## src/rtl/dbg_runctl_reg.sv

```systemverilog
module dbg_runctl_reg (
  input  logic        clk,
  input  logic        rst_n,
  input  logic        csr_we,
  input  logic [31:0] csr_wdata,
  output logic [31:0] csr_rdata,
  input  logic [1:0]  cur_prv,
  input  logic        ent_from_run,
  input  logic        ent_from_drun,
  input  logic        rsm_run,
  input  logic        rsm_drun,
  output logic        prv_ld,
  output logic [1:0]  prv_ld_val,
  output logic        exc_commit,
  output logic        wfi_req,
  output logic        step_en,
  output logic        irq_en,
  output logic        trig_en,
  output logic        trace_en,
  output logic        cnt_en,
  output logic        pc_freeze,
  output logic        priv_insn_trap,
  output logic        exc_redir_commit,
  output logic        brk_redir_commit
);
  localparam logic [31:0] WMASK = 32'h1FFF_03FF;
  localparam int DLO = 18;
  localparam int DHI = 28;

  localparam logic [1:0] MD_RUN   = 2'd0;
  localparam logic [1:0] MD_DHALT = 2'd1;
  localparam logic [1:0] MD_DRUN  = 2'd2;

  logic [31:0] q, nxt;
  logic [1:0]  mode;
  logic        in_run, in_drun;

  always_comb begin
    nxt = q;
    if (csr_we) nxt = csr_wdata & WMASK;
    if (ent_from_run) begin
      nxt[1:0]     = cur_prv;
      nxt[17:16]   = cur_prv;
      nxt[DHI:DLO] = '0;
    end
    if (ent_from_drun) nxt[17:16] = cur_prv;
  end

  always_ff @(posedge clk or negedge rst_n) begin
    if (!rst_n) q <= '0;
    else        q <= nxt;
  end

  always_ff @(posedge clk or negedge rst_n) begin
    if (!rst_n)                          mode <= MD_RUN;
    else if (ent_from_run || ent_from_drun) mode <= MD_DHALT;
    else if (rsm_run)                    mode <= MD_RUN;
    else if (rsm_drun)                   mode <= MD_DRUN;
  end

  assign in_run  = (mode == MD_RUN);
  assign in_drun = (mode == MD_DRUN);

  assign csr_rdata  = q;
  assign prv_ld     = rsm_run | rsm_drun;
  assign prv_ld_val = rsm_drun ? q[17:16] : q[1:0];
  assign exc_commit = (rsm_run & q[6]) | (rsm_drun & q[22]);
  assign wfi_req    = (rsm_run & q[7]) | (rsm_drun & q[23]);

  assign step_en          = (in_run & q[2])  | (in_drun & q[18]);
  assign irq_en           = (in_run & ~q[3]) | (in_drun & q[19]);
  assign exc_redir_commit = (in_run & ~q[4]) | (in_drun & q[20]);
  assign brk_redir_commit = (in_run & q[5])  | (in_drun & q[21]);
  assign trig_en          = (in_run & ~q[8]) | (in_drun & q[24]);
  assign trace_en         = (in_run & ~q[9]) | (in_drun & q[25]);
  assign pc_freeze        = in_drun & ~q[26];
  assign priv_insn_trap   = in_drun & ~q[27];
  assign cnt_en           = in_run | (in_drun & q[28]);

  // R7 (strobe exclusivity assumed by the capture logic)
  strobe_excl_chk: assert property (@(posedge clk) disable iff (!rst_n)
    $onehot0({ent_from_run, ent_from_drun, rsm_run, rsm_drun}));


  resv_zero_chk: assert property (@(posedge clk) disable iff (!rst_n)
    (csr_rdata & ~WMASK) == 32'h0);


  entry_clear_chk: assert property (@(posedge clk) disable iff (!rst_n)
    ent_from_run |=> csr_rdata[DHI:DLO] == '0);


  entry_prv_chk: assert property (@(posedge clk) disable iff (!rst_n)
    ent_from_run |=> (csr_rdata[1:0] == $past(cur_prv)) && (csr_rdata[17:16] == $past(cur_prv)));


  drun_keep_chk: assert property (@(posedge clk) disable iff (!rst_n)
    (ent_from_drun && !csr_we) |=> ($stable(csr_rdata[15:0]) && $stable(csr_rdata[31:18])));


  resume_prv_chk: assert property (@(posedge clk) disable iff (!rst_n)
    rsm_run |-> (prv_ld && prv_ld_val == csr_rdata[1:0]));


  freeze_gate_chk: assert property (@(posedge clk) disable iff (!rst_n)
    pc_freeze |-> (!csr_rdata[26] && !step_en || !csr_rdata[26]));


  halt_quiet_chk: assert property (@(posedge clk) disable iff (!rst_n)
    (ent_from_run || ent_from_drun) |=> !(step_en || irq_en || cnt_en || pc_freeze));
endmodule

```

## config.mk

```make
export PLATFORM = sky130hd
export DESIGN_NAME = dbg_runctl_reg
export DESIGN_NICKNAME = d
export VERILOG_FILES = /design/src/rtl/dbg_runctl_reg.sv
export SDC_FILE = /design/constraint.sdc
export NUM_CORES = 1
export LEC_CHECK = 0
export BUFFER_PORTS_ARGS = -buffer_cell sky130_fd_sc_hd__clkbuf_2
export CORE_AREA = 2 2 59 61
export CTS_CLUSTER_DIAMETER = 100
export DETAILED_ROUTE_END_ITERATION = 8
export DIE_AREA = 0 0 61 63
export PLACE_DENSITY_LB_ADDON = 0.12
export SLEW_MARGIN = 20
export SYNTH_ARGS = -nofsm -noshare
export SYNTH_HDL_FRONTEND = slang
export SYNTH_SLANG_ARGS = --single-unit
export TNS_END_PERCENT = 100
```

## constraint.sdc

```tcl
create_clock -name clk -period 1.45 [get_ports clk]
set_input_delay 0.29 -clock clk [delete_from_list [all_inputs] [get_ports clk]]
set_output_delay 0.29 -clock clk [all_outputs]
set_load 0.02 [all_outputs]
```

==> impl_metrics.yaml, run 1 <==
run_status:
  status: "finished with violations"
  violations: "negative setup slack"
drt:
  drc: 0
  routed_wl_um: 2982
  drt_iter0_markers: 13
  vias: 1086
  dr.pass1.iters: 4
  viasPerCell: 4.563
  ant_nets: 0
  wl_per_cell_um: 12.53
place:
  dpl.cell_count: 225
  place_ws_ps: 7.898
  dpl.hpwl_um: 2194
  numPortBuffers: 68
  routabilityCongestion: 0.7020
sta:
  fin_skew_ps: 0
  hold_violations: 0
  fin_crit_sh_pct: 112.1
  tightest_slew_ps: 634.4
  rsz0062_at_grt: "true"
  layout_setup_ws_ps: -175.2
  finalCriticalPeriod_ps: 1625
  slew_headroom_pct: 57.71
  max_freq_ghz: 0.6153
  slew_viol_final: 0
  setup_violations: 9
floorplanning:
  ios: 87
  die_x_um: 61
  die_h_um: 63
  row_count: 21
  start_util_pct: 39.14
  core-area_mm2: 0.003232
  dieArea_mm2: 0.003843
worst_setup_path:
  end_kind: "output pin"
  rr_worst_depth: 3
  worst_setup_path_start_kind: "flop"
  required_ps: 1160
  critPathMaxFanout: 7
  slowest_stage: "dfrtp_2"
  slowest_delay_ps: 480
  crit_type: "reg -> out"
  arrival_ps: 1340
  crit_chain: "or2_4 > a21oi_2 > clkbuf_8"
clock_tree:
  cts.sinks: 25
  clk_pin_slew_worst_paths_ps: 140
  clock_path_buffers: 2
  cts_tree: "done"
  numCtsBuffers: 3
  clock_latency_ps: 320
  htreeDepth: 1
  cts-root-buf: "clkbuf_4"
cells_and_area:
  layout.cells.non_filler: 238
  antenna_cells: 0
  num-fill-cells: 315
  final_cell_mix: "clkbuf_2 (55), dfrtp_1 (23), buf_4 (16)"
  drive_above_1_share_pct: 58.85
  area_delta_synth_final_pct: 48.17
  fin_nets: 234
  multi_input_area_um2: 606.8
  final_common_cell: "clkbuf_2"
  regArea_um2: 628.1
grt:
  first_global_vias: 1056
  grt_pass1_wl_um: 4947
  antenna_found_initial: 0
  gr-total-overflow: 0
  grt_max_degree: 26
  grt.total_usage_pct: 16.79
hold_path:
  min_path_type: "in -> reg"
  whs_path_depth: 2
power:
  ir_worst_vdd_mv: 0.4592
  p_leak_nw: 0.9990
  power.density_mw_per_mm2: 849.5
logic_synthesis:
  synth-seq-cells: 25
  ys_warn_count: 0
  ys.flop_type: "dfrtp_1"
  seq_area_frac_synth_pct: 49.46
  syn_area_mm2: 0.001265
  synth_edf_count: 0
  async_flop_share_pct: 100.0
  ys_types: 20
  syn_inst: 113
  syn-mean-instance-area_um2: 11.19
job:
  drv_cap: 0
[report_power, final]
| part | switching, W | internal (W) |
|---|---|---|
| sequential | 0.0000422 | 0.000749 |
| clock | 0.000212 | 0.000103 |
| combinational | 0.000253 | 0.000233 |
[cells in the mapped netlist, types with 2 or more instances]
cell type | count | share of area, %
a21oi_1 | 5 | 2.0
a22o_1 | 2 | 1.4
buf_2 | 2 | 0.79
buf_4 | 10 | 5.9
buf_6 | 2 | 1.8
clkbuf_1 | 2 | 0.59
dfrtp_1 | 25 | 49
inv_1 | 2 | 0.59
mux2_2 | 10 | 8.9
mux2_4 | 4 | 4.7
mux2i_1 | 15 | 12
nand2_1 | 6 | 1.8
nor2_1 | 16 | 4.7
o21ai_0 | 3 | 1.2
or2_1 | 2 | 0.99
or2_2 | 3 | 1.5
[sequential cells by signal (all words and copies together), names as in the netlist]
name / count
csr_rdata: 23
mode: 2
[cell type report]
| class | instances | share of cell area (%) |
|---|---|---|
| Inverter | 2 | 0.4005 |
| Timing Repair Buffer | 83 | 29.17 |
| Clock buffer | 3 | 1.202 |
| Multi-Input combinational cell | 78 | 32.38 |
| Sequential cell | 25 | 33.51 |
| Tap cell | 46 | 3.071 |
| Clock inverter | 1 | 0.2670 |
[worst paths after layout]
check | start | slack, ps | to
max | mode[1] | -180 | trig_en
min | ent_from_drun | 150 | mode[1]
max reg2reg | csr_rdata[16] | 300 | csr_rdata[16]
min reg2reg | csr_rdata[5] | 560 | csr_rdata[5]
max in group asynchronous | rst_n | 500 | mode[1]
min in group asynchronous | rst_n | 510 | csr_rdata[8]
[kinds of logic after synthesis]
group	count (synthesis)	synth area share, %
buffers and inverters	18	9.694
multiplexers	29	25.52
AO/OA/AOI/OAI	10	4.550
other	1	0.2965
AND/OR/NAND/NOR	30	10.49
flip-flops	25	49.46
[worst max-delay path, delay by kind of cell, from the launching register on]
| family | cells | cell delay (ps) |
|---|---|---|
| and+or+nand+nor | 1 | 240 |
| buffers and inverters | 1 | 160 |
| DFF | 1 | 480 |
| AOI/OAI and AO/OA | 1 | 130 |
[per-stage QoR]
stage               area, µm²  power (W)  hold slack, ps  TNS (ps)  util, %
floorplan                1295   0.001068          -5.591         0        -
global placement         1623   0.001201           335.1         0    50.21
detailed placement       1623   0.001209           340.0         0    50.21
CTS                      1792   0.001575           133.2     -1437    55.44
global route             1874   0.001689           121.5     -1899    57.99
finish                   1874   0.001592           146.7     -1126    57.99
[timing repair]
item,4_1_cts,5_1_grt
buffers inserted,6,2
hold endpoints to repair,25,0
pin swaps,9,5
gates resized for setup,22,29
hold buffers,1,0
endpoints found under the setup margin,11,13
[metal layers]
layer  share of wire [%]  vias to the layer above  global-route usage, %
met5                   0                        -                      0
met4                 1.3                        0                  7.065
met3                 4.2                        4                  2.070
met2                  50                       40                  26.08
met1                  44                      526                  23.16
li1                    -                      516                      -
No activity file was read; power rests on OpenSTA's default activity.
==> run 2: changes to the inputs <==
- CORE_AREA: 2 2 59 61 -> 2 2 61 63
- DIE_AREA: 0 0 61 63 -> 0 0 63 65
- RECOVER_POWER: default -> 100
- SKIP_CTS_REPAIR_TIMING: default -> 1
==> run 2 against run 1 <==
Effect of this change:
- the run still ends with negative setup slack left
- sequential share of layout area rose by 2.4 points
- maximum frequency rose by 1.5%
- clock power fell by 3%
- first-iteration DRC count rose by 38%
- sequential power barely moved
- worst setup slack improved by 24 ps
==> impl_metrics.yaml, run 2 (synthesis results as in run 1) <==
grt:
  gr-total-overflow: 0
  grt.total_usage_pct: 14.69
  grt_max_degree: 26
  antenna_found_initial: 0
  first_global_vias: 1036
  grt_pass1_wl_um: 4712
floorplanning:
  start_util_pct: 36.18
  row_count: 22
  die_x_um: 63
  ios: 87
  dieArea_mm2: 0.004095
  core-area_mm2: 0.003496
  die_h_um: 65
sta:
  setup_violations: 9
  fin_skew_ps: 0
  slew_headroom_pct: 58.87
  finalCriticalPeriod_ps: 1601
  hold_violations: 0
  rsz0062_at_grt: "true"
  layout_setup_ws_ps: -150.9
  slew_viol_final: 0
  worst_hold_slack_ps: 150.2
  fin_crit_sh_pct: 110.4
  tightest_slew_ps: 616.9
  max_freq_ghz: 0.6247
drt:
  viasPerCell: 4.407
  ant_nets: 0
  dr.pass1.iters: 4
  drt_iter0_markers: 18
  drc: 0
  routed_wl_um: 2912
  wl_per_cell_um: 12.34
  vias: 1040
worst_setup_path:
  required_ps: 1160
  slowest_delay_ps: 480
  crit_chain: "buf_6 > mux2i_1 > nor2_1 > clkbuf_2"
  critPathMaxFanout: 6
  slowest_stage: "dfrtp_2"
  end_kind: "output pin"
  arrival_ps: 1310
  critPathBufInv: 2
  crit_type: "reg -> out"
  worst_setup_path_start_kind: "flop"
  path_delay_family: "flip-flops"
  crit_start: "mode[1]"
  r2r-start: "csr_rdata[17]"
cells_and_area:
  largest_reg_flops: 23
  design_area_mm2: 0.001748
  regArea_um2: 628.1
  multi_input_area_um2: 569.3
  drive_above_1_share_pct: 54.26
  area_delta_synth_final_pct: 38.18
  antenna_cells: 0
  num-fill-cells: 354
  final_cell_mix: "clkbuf_2 (56), dfrtp_1 (23), nor2_1 (16), buf_4 (16), mux2i_1 (15)"
  layout.cells.non_filler: 236
  final_common_cell: "clkbuf_2"
  final_core_util_pct: 50.00
  fin_nets: 230
job:
  drv_cap: 0
power:
  ir_worst_vdd_mv: 0.3774
  finalPower_w: 0.001535
  power.density_mw_per_mm2: 877.9
  p_leak_nw: 0.9428
place:
  numPortBuffers: 68
  dpl.hpwl_um: 2268
  place_area_mm2: 0.001610
  dpl.cell_count: 225
  routabilityCongestion: 0.6739
clock_tree:
  clk_pin_slew_worst_paths_ps: 130
  cts-root-buf: "clkbuf_4"
  htreeDepth: 1
  numCtsBuffers: 3
  cts_tree: "done"
  clock_path_buffers: 2
  clock_latency_ps: 310
  cts.sinks: 25
hold_path:
  min_path_type: "in -> reg"
  hp-start: "ent_from_drun"
run_status:
  status: "finished with violations"
  violations: "negative setup slack"
==> run 2: routing by layer <==
layer | track usage, % | up-vias | wire length, µm
li1 | - | 508 | -
met2 | 25.53 | 45 | 1433
met4 | 4.167 | 0 | 16
met3 | 3.646 | 2 | 235
met1 | 18.07 | 485 | 1226
met5 | 0 | - | 0
==> run 2: cell type report <==
| class | count | share of cell area, % |
|---|---|---|
| clock buffers | 4 | 1.503 |
| inverters | 2 | 0.4295 |
| multi-input cells | 78 | 32.57 |
| flip-flops and latches | 25 | 35.93 |
| well taps | 48 | 3.436 |
| repair buffers | 79 | 26.13 |
==> run 2: path summary, 6_finish.rpt <==
kind                                         end  slack, ps  cells after the start
min in group asynchronous          csr_rdata[16]        510                      2
worst min-delay path                     mode[1]        150                      2
max in group asynchronous                mode[1]        510                      2
worst max-delay path            brk_redir_commit       -150                      4
worst min register to register      csr_rdata[3]        540                      1
worst max register to register     csr_rdata[17]        290                      3
==> run 2: stage by stage <==
stage,setup TNS (ps),setup slack [ps]
floorplan,0,32.02
global placement,0,54.48
detailed placement,0,37.00
CTS,-2565,-335.2
global route,-1773,-234.1
finish,-970.2,-150.9
==> run 2: where the power goes <==
| group | internal, W | switching, W | leakage, nW | total (W) |
|---|---|---|---|---|
| clock | 0.000107 | 0.000196 | 0.0150 | 0.000304 |
| sequential | 0.000749 | 0.0000438 | 0.308 | 0.000793 |
| combinational | 0.000200 | 0.000238 | 0.619 | 0.000438 |
| total | 0.00106 | 0.000478 | 0.943 | 0.00153 |
==> run 2: worst register-to-register path, delay by kind of cell (launching register included) <==
family                 cells  cell delay, ps
muxes                      2             510
buffers and inverters      1             140
DFF                        1             410
==> run 3: changes to the inputs <==
- GPL_TIMING_DRIVEN: default -> 0
==> run 3 against run 2 <==
Effect of this change:
- critical endpoint unchanged
- global-route usage is 0.18 points lower
- total power is 1.6% higher
- the flow still finishes with violations (negative setup slack)
- cell area is 5.8% higher
- cell count is 4.2% higher
- worst hold slack better by 14 ps
- maximum frequency is 3.8% lower
- critical path depth is 1 higher
- combinational power is 4.8% higher
==> impl_metrics.yaml, run 3 (synthesis results as in run 1) <==
run_status:
  status: "finished with violations"
  violations: "negative setup slack"
sta:
  slew_viol_final: 0
  layout_setup_ws_ps: -213.8
  slew_headroom_pct: 59.83
  fin_crit_sh_pct: 114.7
  tightest_slew_ps: 602.6
  fin_skew_ps: 0
  setup_violations: 10
  max_freq_ghz: 0.6010
  hold_violations: 0
  finalCriticalPeriod_ps: 1664
  rsz0062_at_grt: "true"
clock_tree:
  cts_tree: "done"
  clk_pin_slew_worst_paths_ps: 120
  htreeDepth: 1
  cts.sinks: 25
  clock_latency_ps: 300
  numCtsBuffers: 3
  clock_path_buffers: 2
  cts-root-buf: "clkbuf_4"
cells_and_area:
  largest_reg_flops: 23
  drive_above_1_share_pct: 58.08
  area_delta_synth_final_pct: 46.19
  final_common_cell: "clkbuf_2"
  antenna_cells: 0
  layout.cells.non_filler: 246
  final_cell_mix: "clkbuf_2 (54), dfrtp_1 (23), buf_4 (21)"
  num-fill-cells: 340
  design_area_mm2: 0.001849
  fin_nets: 240
floorplanning:
  core-area_mm2: 0.003496
  dieArea_mm2: 0.004095
  die_x_um: 63
  ios: 87
  row_count: 22
  die_h_um: 65
  start_util_pct: 36.18
worst_setup_path:
  r2r-start: "csr_rdata[17]"
  timing.rr.end: "csr_rdata[17]"
  arrival_ps: 1370
  slowest_stage: "dfrtp_2"
  crit_type: "reg -> out"
  rr_worst_depth: 2
  worst_setup_path_start_kind: "flop"
  required_ps: 1160
  slowest_delay_ps: 460
  critPathMaxFanout: 5
  crit_chain: "buf_6 > buf_12 > mux2i_1 > nor2_1 > buf_4"
  reg2reg_slack_ps: 390
  end_kind: "output pin"
  crit_start: "mode[1]"
  cp-endpoint: "brk_redir_commit"
drt:
  drc: 0
  wl_per_cell_um: 12.49
  vias: 1072
  ant_nets: 0
  routed_wl_um: 3073
  viasPerCell: 4.358
  drt_iter0_markers: 8
  dr.pass1.iters: 4
power:
  finalPower_w: 0.001559
  p_leak_nw: 1.010
  power.density_mw_per_mm2: 843.1
  ir_worst_vdd_mv: 0.3644
grt:
  antenna_found_initial: 0
  grt_pass1_wl_um: 4574
  grt.met3_usage_pct: 3.299
  grt.total_usage_pct: 14.51
  grt_max_degree: 26
  first_global_vias: 999
  busiest_layer: "met2"
  globalRouteMet1Util_pct: 18.56
  gr-total-overflow: 0
  use_met2_pct: 24.60
place:
  routabilityCongestion: 0.6894
  dpl.cell_count: 235
  place_ws_ps: 14.74
  dpl.hpwl_um: 2299
  place_area_mm2: 0.001685
  numPortBuffers: 66
job:
  drv_cap: 0
hold_path:
  whs_path_depth: 2
  min_path_type: "in -> reg"
-- run 3: changes by cell type in the layout (fill, tap and decap cells not counted), moves of 2 or more --
cell,delta
buf_2,+2
buf_4,+5
buf_6,+3
clkbuf_2,-2
or2_2,+2
or2_4,-2
-- run 3: layer usage --
metal / up-vias / routed length, µm
li1: 529 / -
met5: - / 0
met3: 2 / 235
met4: 0 / 13
met2: 47 / 1529
met1: 494 / 1295
-- run 3: critical path: cells and delay by family, from the launching register on --
family / cells / cell delay (ps)
mux: 1 / 140
buf+inv: 3 / 420
simple gates: 1 / 60
flops: 1 / 460
-- run 3: worst min path at each step --
stage / from / endpoint / slack (ps)
floorplan: rst_n / csr_rdata[0] / -6
global placement: rst_n / csr_rdata[2] / 330
detailed placement: rst_n / csr_rdata[5] / 340
CTS: rst_n / csr_rdata[5] / -20
global route: ent_from_drun / mode[1] / 150
finish: ent_from_drun / mode[1] / 160
-- run 3: final cells by class --
cell class / instances / area [µm²] / share of cell area, %
flip-flops and latches: 25 / 628.1 / 33.96
multi-input cells: 78 / 570.5 / 30.85
plain buffers: 15 / 116.4 / 6.292
clock buffers: 3 / 22.52 / 1.218
well taps: 48 / 60.06 / 3.248
repair buffers: 74 / 439.2 / 23.75
clock inverters: 1 / 5.005 / 0.2706
inverters: 2 / 7.507 / 0.4060
-- run 3: power by group --
group,switching (W),internal [W]
logic,0.000243,0.000217
clock network,0.000201,0.000103
registers,0.0000465,0.000749
-- run 3: stage by stage --
stage	hold WS, ps	setup TNS [ps]	util [%]
after floorplan	-5.591	0	-
after global placement	329.1	0	48.21
after detailed placement	336.8	0	48.21
after CTS	-24.65	-2216	49.00
after global routing	146.9	-2323	52.90
final	164.4	-1565	52.90
